`src/rtl/pdma_pkg.sv`:
```
package pdma_pkg;
  localparam int NCH   = 2;
  localparam int CH_RX = 0;
  localparam int CH_TX = 1;

  typedef enum logic [1:0] {
    SEL_RX_PTR = 2'd0,
    SEL_RX_CNT = 2'd1,
    SEL_TX_PTR = 2'd2,
    SEL_TX_CNT = 2'd3
  } cfg_sel_e;
endpackage

```
`src/rtl/pdma_chan.sv`:
```
// One channel: pointer and count registers, stepped by a completed transfer.
module pdma_chan #(
  parameter int AW = 32,
  parameter int CW = 16
) (
  input  logic          clk,
  input  logic          rst_n,
  input  logic          ld_ptr,
  input  logic          ld_cnt,
  input  logic [AW-1:0] wval,
  input  logic          step,
  input  logic          step_wide,
  output logic [AW-1:0] ptr,
  output logic          armed
);
  logic [AW-1:0] ptr_q, ptr_d;
  logic [CW-1:0] cnt_q, cnt_d;
  logic [AW-1:0] incr;

  always_comb begin
    incr  = '0;
    incr[1] = step_wide;
    incr[0] = ~step_wide;
    ptr_d = ptr_q;
    cnt_d = cnt_q;
    if (ld_ptr)
      ptr_d = wval;
    else if (step)
      ptr_d = ptr_q + incr;
    if (ld_cnt)
      cnt_d = wval[CW-1:0];
    else if (step && (cnt_q != '0))
      cnt_d = cnt_q - CW'(1);
  end

  always_ff @(posedge clk or negedge rst_n) begin
    if (!rst_n) begin
      ptr_q <= '0;
      cnt_q <= '0;
    end else begin
      ptr_q <= ptr_d;
      cnt_q <= cnt_d;
    end
  end

  assign ptr   = ptr_q;
  assign armed = (cnt_q != '0);
endmodule

```
`src/rtl/pdma_arb.sv`:
```
// Single-owner bus sequencer: lowest channel index wins a free bus.
module pdma_arb #(
  parameter int NCH = 2,
  localparam int SW = (NCH > 1) ? $clog2(NCH) : 1
) (
  input  logic           clk,
  input  logic           rst_n,
  input  logic [NCH-1:0] want,
  input  logic [NCH-1:0] wide,
  input  logic           gnt,
  output logic           act,
  output logic [SW-1:0]  sel,
  output logic           wsz,
  output logic [NCH-1:0] done
);
  logic          act_q, act_d;
  logic [SW-1:0] sel_q, sel_d;
  logic          wsz_q, wsz_d;
  logic [SW-1:0] pick;

  always_comb begin
    pick = '0;
    for (int i = NCH - 1; i >= 0; i--)
      if (want[i]) pick = SW'(i);
  end

  always_comb begin
    act_d = act_q;
    sel_d = sel_q;
    wsz_d = wsz_q;
    if (act_q) begin
      if (gnt) act_d = 1'b0;
    end else if (|want) begin
      act_d = 1'b1;
      sel_d = pick;
      wsz_d = wide[pick];
    end
  end

  always_ff @(posedge clk or negedge rst_n) begin
    if (!rst_n) begin
      act_q <= 1'b0;
      sel_q <= '0;
      wsz_q <= 1'b0;
    end else begin
      act_q <= act_d;
      sel_q <= sel_d;
      wsz_q <= wsz_d;
    end
  end

  always_comb begin
    done = '0;
    done[sel_q] = act_q & gnt;
  end

  assign act = act_q;
  assign sel = sel_q;
  assign wsz = wsz_q;
endmodule

```
`src/rtl/pdma_pair.sv`:
```
module pdma_pair #(
  parameter int AW = 32,
  parameter int CW = 16,
  parameter int DW = 16
) (
  input  logic          clk,
  input  logic          rst_n,
  input  logic          cfg_we,
  input  logic [1:0]    cfg_sel,
  input  logic [AW-1:0] cfg_wdata,
  input  logic          rx_req,
  input  logic          rx_wide,
  input  logic [DW-1:0] rx_data,
  output logic          rx_ack,
  input  logic          tx_req,
  input  logic          tx_wide,
  output logic [DW-1:0] tx_data,
  output logic          tx_load,
  input  logic          rx_ien,
  input  logic          tx_ien,
  output logic          rx_eot,
  output logic          tx_eot,
  output logic          irq,
  output logic          bus_req,
  input  logic          bus_gnt,
  output logic [AW-1:0] bus_addr,
  output logic          bus_write,
  output logic          bus_size,
  output logic [DW-1:0] bus_wdata,
  input  logic [DW-1:0] bus_rdata
);
  import pdma_pkg::*;

  logic [NCH-1:0] peri_req, peri_wide, armed, want, done;
  logic [AW-1:0]  ptr_a [NCH];
  logic           act, wsz;
  logic           sel;

  assign peri_req  = {tx_req, rx_req};
  assign peri_wide = {tx_wide, rx_wide};

  for (genvar i = 0; i < NCH; i++) begin : g_ch
    logic ld_p, ld_c;
    assign ld_p = cfg_we && (cfg_sel == 2'(2 * i));
    assign ld_c = cfg_we && (cfg_sel == 2'(2 * i + 1));
    pdma_chan #(.AW(AW), .CW(CW)) u_chan (
      .clk      (clk),
      .rst_n    (rst_n),
      .ld_ptr   (ld_p),
      .ld_cnt   (ld_c),
      .wval     (cfg_wdata),
      .step     (done[i]),
      .step_wide(wsz),
      .ptr      (ptr_a[i]),
      .armed    (armed[i])
    );
    assign want[i] = peri_req[i] & armed[i];
  end

  pdma_arb #(.NCH(NCH)) u_arb (
    .clk  (clk),
    .rst_n(rst_n),
    .want (want),
    .wide (peri_wide),
    .gnt  (bus_gnt),
    .act  (act),
    .sel  (sel),
    .wsz  (wsz),
    .done (done)
  );

  assign bus_req   = act;
  assign bus_addr  = ptr_a[sel];
  assign bus_write = (sel == 1'(CH_RX));
  assign bus_size  = wsz;
  assign bus_wdata = rx_data;

  // peripheral-side strobes, one cycle after the grant
  logic          ack_q, ack_d, load_q, load_d;
  logic [DW-1:0] txd_q, txd_d;

  always_comb begin
    ack_d  = done[CH_RX];
    load_d = done[CH_TX];
    txd_d  = done[CH_TX] ? bus_rdata : txd_q;
  end

  always_ff @(posedge clk or negedge rst_n) begin
    if (!rst_n) begin
      ack_q  <= 1'b0;
      load_q <= 1'b0;
      txd_q  <= '0;
    end else begin
      ack_q  <= ack_d;
      load_q <= load_d;
      txd_q  <= txd_d;
    end
  end

  assign rx_ack  = ack_q;
  assign tx_load = load_q;
  assign tx_data = txd_q;
  assign rx_eot  = ~armed[CH_RX];
  assign tx_eot  = ~armed[CH_TX];
  assign irq     = (rx_eot & rx_ien) | (tx_eot & tx_ien);
endmodule

```
`config.mk`:
```
export PLATFORM = sky130hd
export DESIGN_NAME = pdma_pair
export DESIGN_NICKNAME = d
export VERILOG_FILES = /design/src/rtl/pdma_pkg.sv /design/src/rtl/pdma_chan.sv /design/src/rtl/pdma_arb.sv /design/src/rtl/pdma_pair.sv
export SDC_FILE = /design/constraint.sdc
export NUM_CORES = 1
export LEC_CHECK = 0
export ABC_AREA = 1
export BUFFER_PORTS_ARGS = -buffer_cell sky130_fd_sc_hd__clkbuf_2
export CAP_MARGIN = 10
export CORE_UTILIZATION = 25
export DETAILED_ROUTE_END_ITERATION = 8
export GPL_TIMING_DRIVEN = 0
export PLACE_DENSITY_LB_ADDON = 0.3
export SLEW_MARGIN = 20
export SYNTH_ARGS = -nofsm -noshare
export SYNTH_HDL_FRONTEND = slang
export SYNTH_HIERARCHICAL = 1
export SYNTH_SLANG_ARGS = --single-unit
```
`constraint.sdc`:
```
create_clock -name clk -period 4 [get_ports clk]
set_input_delay 0.4 -clock clk [delete_from_list [all_inputs] [get_ports clk]]
set_output_delay 0.4 -clock clk [all_outputs]
set_load 0.05 [all_outputs]
```
# Word-level counts from Yosys, hierarchy flattened
# Index checks and enable logic that the tools add are counted.
[classes] addsub=4 n_lt_le_gt_ge=4 eq_ne=3 n_mux=20 bitwise_logic=13 reduce_logical=16
[op_table] cell="32-bit 2-to-1 mux" n=7
[op_table] cell="32-bit by 2-bit adder with 32-bit output" n=2
[op_table] cell="16-bit 2-to-1 mux" n=4
[op_table] cell="16-bit nonzero test" n=2
[op_table] cell="16-bit by 1-bit subtractor with 16-bit output, second input constant" n=2
[op_table] cell="1-bit 2-to-1 mux" n=8
[op_table] cell="2-bit nonzero test" n=4
[op_table] cell="1-bit logical AND" n=7
[op_table] cell="1-bit bitwise AND" n=5
[op_table] cell="1-bit inverter" n=5
[op_table] cell="2-bit equality test, second input constant" n=2
[op_table] cell="1-bit by 2-bit < comparator with 1-bit output, second input constant" n=2
[op_table] cell="2-bit bitwise AND" n=1
[op_table] cell="2-bit by 1-bit equality test with 1-bit output, second input constant" n=1
[op_table] cell="2-bit greater-or-equal comparator, second input constant" n=1
[op_table] cell="2-bit zero test" n=1
[op_table] cell="1-bit inverter with 2-bit output" n=1
[op_table] cell="2-bit AND reduction" n=1
[op_table] cell="2-bit OR reduction" n=1
[op_table] cell="1-bit demux with 1-bit select" n=1
[op_table] cell="1-bit greater-or-equal comparator, second input constant" n=1
[op_table] cell="1-bit OR" n=1
[word_totals] reg_bits=117 in_bits=76 out_inout_bits=72

# Longest topological paths before layout
# Gate-level depths: netlist (run 1).
[logic_depth] depth_word=8 ltp_mapped=14 mapped_depth_nobuf=14

# Cells and area by module
# The synthesis (run 1) kept the hierarchy.
[by_module_without_submodules] module="pdma_chan (g_ch[1].u_chan)" n_inst=1 cells_each=534 area_per_inst_um2=3578.4 seq_area_each_um2=1201.2
[by_module_without_submodules] module="pdma_chan (g_ch[0].u_chan)" n_inst=1 cells_each=521 area_per_inst_um2=3483.3 seq_area_each_um2=1201.2
[by_module_without_submodules] module="pdma_pair" n_inst=1 cells_each=207 area_per_inst_um2=1358.8 seq_area_each_um2=450.4
[by_module_without_submodules] module="pdma_arb" n_inst=1 cells_each=22 area_per_inst_um2=156.4 seq_area_each_um2=75.1

# Least setup slack after synthesis (run 1)
# No wires, ideal clock.
[synth_path] kind="reg2out" from="register g_ch[0].u_chan.cnt_q[0]" to="output irq" t_arrival_ps=1930 required_time_ps=3600 path_slack_ps=1670 stages_incl_launch_ff=9 path_buffers=0 cell_sequence="dfrtp_1 -> inv_1 -> ha_1 -> nand2_2 -> nor2_1 -> nand4_1 -> inv_1 -> nand2_1 -> nand2_1"
[synth_between] elab_chain_cells=4
[synth_rtl] item="start: declaration" line_no="pdma_chan.sv:17" text="logic [CW-1:0] cnt_q, cnt_d;"
[synth_rtl] item="start signal: assignment" line_no="pdma_chan.sv:42" text="cnt_q <= cnt_d;"
[synth_rtl] item="16-bit nonzero test" line_no="pdma_chan.sv:47" text="assign armed = (cnt_q != '0);"
[synth_rtl] item="via armed[0]" line_no="pdma_pair.sv:34" text="logic [NCH-1:0] peri_req, peri_wide, armed, want, done;"
[synth_rtl] item="1-bit inverter" line_no="pdma_pair.sv:103" text="assign rx_eot = ~armed[CH_RX];"
[synth_rtl] item="via rx_eot" line_no="pdma_pair.sv:21" text="output logic rx_eot,"
[synth_rtl] item="1-bit bitwise AND" line_no="pdma_pair.sv:105" text="assign irq = (rx_eot & rx_ien) | (tx_eot & tx_ien);"
[synth_rtl] item="1-bit OR" line_no="pdma_pair.sv:105"
[synth_rtl] item="end: declaration" line_no="pdma_pair.sv:23" text="output logic irq,"
# The timed path passes the listed nets, and every way through them passes these cells.

# Worst setup path in the final report (run 1)
[layout_path] from="register g_ch[0].u_chan.cnt_q[0]" to="output irq"
[layout_between] elab_chain_cells=4
[layout_rtl] item="16-bit nonzero test" line_no="pdma_chan.sv:47"
[layout_rtl] item="via armed[0]" line_no="pdma_pair.sv:34"
[layout_rtl] item="1-bit inverter" line_no="pdma_pair.sv:103"
[layout_rtl] item="1-bit bitwise AND" line_no="pdma_pair.sv:105"
[layout_rtl] item="1-bit OR" line_no="pdma_pair.sv:105"
# The timed path passes the listed nets, and every way through them passes these cells.

==> results of run 1 <==
layer usage:
layer | GRT usage | vias up
li1 | - | 4370
met1 | 0.2500 | 4095
met2 | 0.2699 | 361
met3 | 0.02364 | 27
met4 | 0.04256 | 0
met5 | 0 | -
critical path: stages, from the launching register on:
cell      delay (ns)
dfrtp_1         0.37
inv_1           0.16
ha_1            0.25
nand2_2         0.12
nor2_1          0.30
nand4_1         0.21
inv_1           0.14
nand2_1         0.07
nand2_1         0.06
clkbuf_2        0.26
report_power, final:
group | internal (uW) | leakage [uW] | switching (uW)
sequential | 1700 | 0.00147 | 750
clock | 975 | 0.000280 | 562
combinational | 1170 | 0.00340 | 2730
cells in the final DEF (no fill, tap or decap), types with 2 or more instances in the layout:
cell type,Yosys,layout
a21oi_1,4,4
a22oi_1,54,54
buf_2,10,10
buf_4,18,18
buf_6,9,9
bufinv_16,0,2
clkbuf_1,13,18
clkbuf_16,0,17
clkbuf_2,0,130
clkbuf_8,4,9
clkinv_2,2,4
dfrtp_1,117,117
fa_1,2,2
ha_1,6,6
inv_1,82,82
inv_2,2,2
inv_8,2,2
nand2_1,561,561
nand2_2,30,30
nand2_4,3,3
nand3_1,72,72
nand3b_1,28,28
nand4_1,9,9
nor2_1,134,134
nor2_2,19,19
nor2_4,11,11
nor2_8,2,2
nor3_1,2,2
o211ai_1,5,5
o21ai_0,33,33
o21ai_1,5,5
o21ai_2,8,8
o21bai_1,2,2
or2_2,2,2
xnor2_1,11,11
xor2_1,18,18
worst min-delay path by stage:
stage	startpoint	to	slack (ns)	cells past startpoint
after CTS	bus_gnt	u_arb/act	0.17	2
final	bus_gnt	u_arb/act	0.18	2
after global placement	tx_data[1]	tx_data[1]	0.46	2
after global routing	bus_gnt	u_arb/act	0.18	2
after detailed placement	rst_n	tx_data[2]	0.41	1
after floorplan	rst_n	g_ch[0].u_chan/cnt_q[0]	0.10	0
repair_timing:
item,CTS,global route
hold endpoints to repair,53,0
setup buffers,0,0
hold buffers,1,0
endpoints found under the setup margin,0,0
gates resized for setup,0,0
registers in the layout, indices dropped and copies added, names as in the netlist:
signal and flops:
g_ch.u_chan/cnt_q 32, g_ch.u_chan/ptr 64, rx_ack 1, tx_data 16
tx_load 1, u_arb/act 1, u_arb/sel 1, u_arb/wsz 1
area by class of cell:
cell class | count | area share
clock buffers | 26 | 0.04796
well taps | 448 | 0.05385
repair buffers | 133 | 0.06744
inverters | 89 | 0.03378
plain buffers | 55 | 0.03943
multi-input cells | 1023 | 0.4695
flip-flops and latches | 117 | 0.2813
clock inverters | 4 | 0.006732
cells by family after synthesis:
logic type	synth area share
compound gates	0.08811
xor+xnor	0.02961
fa+ha+maj	0.01342
buf+inv	0.08884
flops	0.3414
simple gates	0.4387
through the flow:
step                hold slack, ns  worst slack (ns)  instance area [um^2]
floorplan                   0.1044             1.670                  8577
global placement            0.4561            0.4551                  9793
detailed placement          0.4129             1.660                  9829
CTS                         0.1676             1.220                 10410
global route                0.1762             1.007                 10410
finish                      0.1829             1.237                 10410
==> out/metrics.cfg, run 1 <==
[run_status]
status=complete, no violations

[critical_path]
reg2reg_from=u_arb/wsz
regToRegEndpoint=g_ch[1].u_chan/ptr[16]
crit_start=g_ch[0].u_chan/cnt_q[0]
critPathKind=flip-flop to output pin
crit_path_end=irq
cp.required_ns=3.60
worstPathArrival_ns=2.36
critPathMaxFanout=5
r2r_slack_ns=1.64
crit_path_start_kind=flip-flop
rr_worst_depth=12
endpoint_kind=output pin

[routing]
wl_met1_um=14430
topRoutingLayerUsed=met4
drt-vias-per-instance=4.672
dr.pass1.iters=5
wl_met3_um=2031
drt_iter0_drc=661
wl_um=30140
route.detailed.drc=0
vias=8853
route.met2.wl_um=13300
wl_per_cell_um=15.91
antenna_left=0

[cells_and_area]
antenna_cells=0
drive_above_1_share=0.1942
regArea_um2=2928
syn_to_final_growth_pct=21.36
final_cells=1895
multi_input_area_um2=4887
fillers=3706
finalCoreUtilization=0.3096
fin_nets=1520

[synth]
syn_nets=1368
synth-edff-count=0
yosysMostFrequentCell=nand2_1
synth_ff_type=dfrtp_1
syn_inst=1284
synth_top_cell_by_area=dfrtp_1
ys_async_sr_fraction=1.000
ys_ff_latch=117
synth.area.top_cells=dfrtp_1 34%, nand2_1 25%, nor2_1 5.9%, a22oi_1 4.7%, nand3_1 4.2%
yosysSeqAreaShare=0.3414
synth.top_cell.area_share=0.3414
netlist_area_um2=8577
yosysWarnings=6
synthTopCellsByCount=561 x nand2_1, 134 x nor2_1, 117 x dfrtp_1, 82 x inv_1, 72 x nand3_1
synth_cell_types=37
avgSynthCellArea_um2=6.680

[global_route]
antenna_found_initial=0
grt_pass1_wl_um=46970
first_global_vias=8267
grt_util_all_layers=0.1731
grt_start_max_net_pins=65
gr-total-overflow=0

[floorplan]
initial_core_util=0.2551
die_width_um=187.2
fp.dieArea_um2=35050
die_h_um=187.2
coreArea_um2=33620
io_pins=148
rows=67

[timing]
fmax_mhz=361.9
slew_viol_final=0
finalSetupTns_ns=0
post-route-period-util=0.6908
worst_pin_slew_ns=0.6666
rsz0062_at_grt=false
hold_viol_final=0
finalSetupViolations=0
period_minus_slack_ns=2.763
slew_headroom=0.5540
worst_clock_skew_ns=0.01029

[clocking]
cts.path.max_buffers=2
clkSinkCount=117
clk_pin_slew_ns=0.06
insertion_delay_ns=0.42
htreeDepth=4
cts_root_buf=clkbuf_16
cts_tree=done
cts_made_buffers=17

[run]
drv_cap=0

[power]
power_uw=7889
ir_drop_mv=0.5118
p_per_area_nw_per_um2=757.9
p_leak_uw=0.005151

[place]
dpl.hpwl_um=23270
portBuffers=131
gp_congestion=0.9146
dp_cells=1864

[worst_hold_path]
min_path_type=input pin to flip-flop

(Power assumes the default switching activity.)
==> inputs of run 2 (changes only) <==
clock period = 2.74 ns   (was 4 ns; I/O delays follow)
==> out/metrics.cfg, run 2 (same netlist as run 1, synthesis figures left out) <==
[run_status]
status=complete, no violations

[critical_path]
path_buf_inv=4
cp_common_cell=inv_1
worst_path_max_delay_cell=dfrtp_1
critPathMaxFanout=7
cpPeakStageDelay_ns=0.40
crit_chain=inv_1, ha_1, nand2_2, inv_1, nand4_1, nand3b_1, inv_1, nand2_1, nand2_1, clkbuf_4
worstPathArrival_ns=2.26
endpoint_kind=output pin
crit_path_start_kind=flip-flop
cp_top_family=simple AND/OR/NAND/NOR gates
cp.required_ns=2.47
critPathKind=flip-flop to output pin

[timing]
period_minus_slack_ns=2.533
post-route-period-util=0.9246
hold_viol_final=0
finalSetupTns_ns=0
rsz0062_at_grt=false
slew_viol_final=0
finalSetupViolations=0
slew_headroom=0.5550
fmax_mhz=394.7
worst_clock_skew_ns=0.01087
layout_setup_ws_ns=0.2066
worst_pin_slew_ns=0.6650

[global_route]
grt_start_max_net_pins=65
gr-total-overflow=0
grt_pass1_wl_um=46970
antenna_found_initial=0
first_global_vias=8267
grt_util_all_layers=0.1731

[worst_hold_path]
min_path_type=input pin to flip-flop

[floorplan]
initial_core_util=0.2551
io_pins=148
rows=67
die_width_um=187.2
die_h_um=187.2
coreArea_um2=33620
fp.dieArea_um2=35050

[clocking]
htreeDepth=4
cts.path.max_buffers=2
cts_root_buf=clkbuf_16
clkSinkCount=117
insertion_delay_ns=0.42
clk_pin_slew_ns=0.06
cts_made_buffers=17
cts_tree=done
cts_post_setup_buffers_inserted=0

[routing]
route.detailed.drc=0
wl_per_cell_um=15.91
drt_iter0_drc=688
dr.pass1.iters=5
antenna_left=0
drt-vias-per-instance=4.681
vias=8871
wl_um=30150

[cells_and_area]
syn_to_final_growth_pct=21.41
fin_nets=1520
mostFrequentLayoutCells=561 x nand2_1, 133 x nor2_1, 129 x clkbuf_2
fillers=3705
antenna_cells=0
finalCoreUtilization=0.3098
final_common_cell=nand2_1
regArea_um2=2928
final_area_um2=10410
multi_input_area_um2=4890
drive_above_1_share=0.1949
largest_reg_flops=64

[place]
portBuffers=131
gp_congestion=0.9146
post-place-ws_ns=0.3999
dpl.hpwl_um=23270
place_area_um2=9829

[power]
p_leak_uw=0.005151
power_uw=11520
ir_drop_mv=0.7481
p_per_area_nw_per_um2=1106

[run]
drv_cap=0

run 2: through the flow:
| stage | instances | hold slack [ns] |
|---|---|---|
| floorplan | 1284 | -0.02159 |
| global route | 1895 | 0.05020 |
| finish | 1895 | 0.05719 |
| CTS | 1895 | 0.04162 |
| detailed placement | 1864 | 0.2869 |
| global placement | 1863 | 0.4561 |
run 2: final cells by class:
cell class,count,share of cell area
timing repair buffer,133,0.06764
tap,448,0.05383
inverter,89,0.03376
clock inverter,4,0.006728
clock buffer,26,0.04794
sequential,117,0.2811
multi-input combinational,1023,0.4695
buffer,55,0.03941
run 2: timing repair:
action                                  in CTS  in global routing
hold buffers                                 1                  0
endpoints found under the hold margin       53                  0
endpoints found under the setup margin       0                  2
resized for setup                            0                  3
run 2: worst paths after layout:
| kind | startpoint | to | slack (ns) | cells after the start |
|---|---|---|---|---|
| max | g_ch[1].u_chan/cnt_q[0] | irq | 0.21 | 10 |
| min | bus_gnt | u_arb/act | 0.06 | 2 |
| max reg2reg | u_arb/wsz | g_ch[1].u_chan/ptr[16] | 0.38 | 12 |
| min reg2reg | tx_data[6] | tx_data[6] | 0.47 | 2 |
| max in group asynchronous | rst_n | g_ch[0].u_chan/ptr[26] | 1.61 | 3 |
| min in group asynchronous | rst_n | tx_data[2] | 0.39 | 2 |
run 2: layer usage:
layer,GRT usage,vias up,wire (um)
li1,-,4375,-
met1,0.2500,4133,14530
met2,0.2699,337,13280
met3,0.02364,26,1967
met4,0.04256,0,372
met5,0,-,0
run 2: power by group:
group | internal, uW | total, uW | leakage, uW | switching (uW)
logic | 1710 | 5700 | 0.00340 | 3990
registers | 2480 | 3580 | 0.00147 | 1100
clock network | 1420 | 2240 | 0.000280 | 817
run 2: worst register-to-register path, delay by kind of cell (launching register included):
| kind | cells | cell delay, ns |
|---|---|---|
| simple gates | 6 | 0.71 |
| fa+ha+maj | 2 | 0.68 |
| flops | 1 | 0.48 |
| buf+inv | 4 | 0.37 |
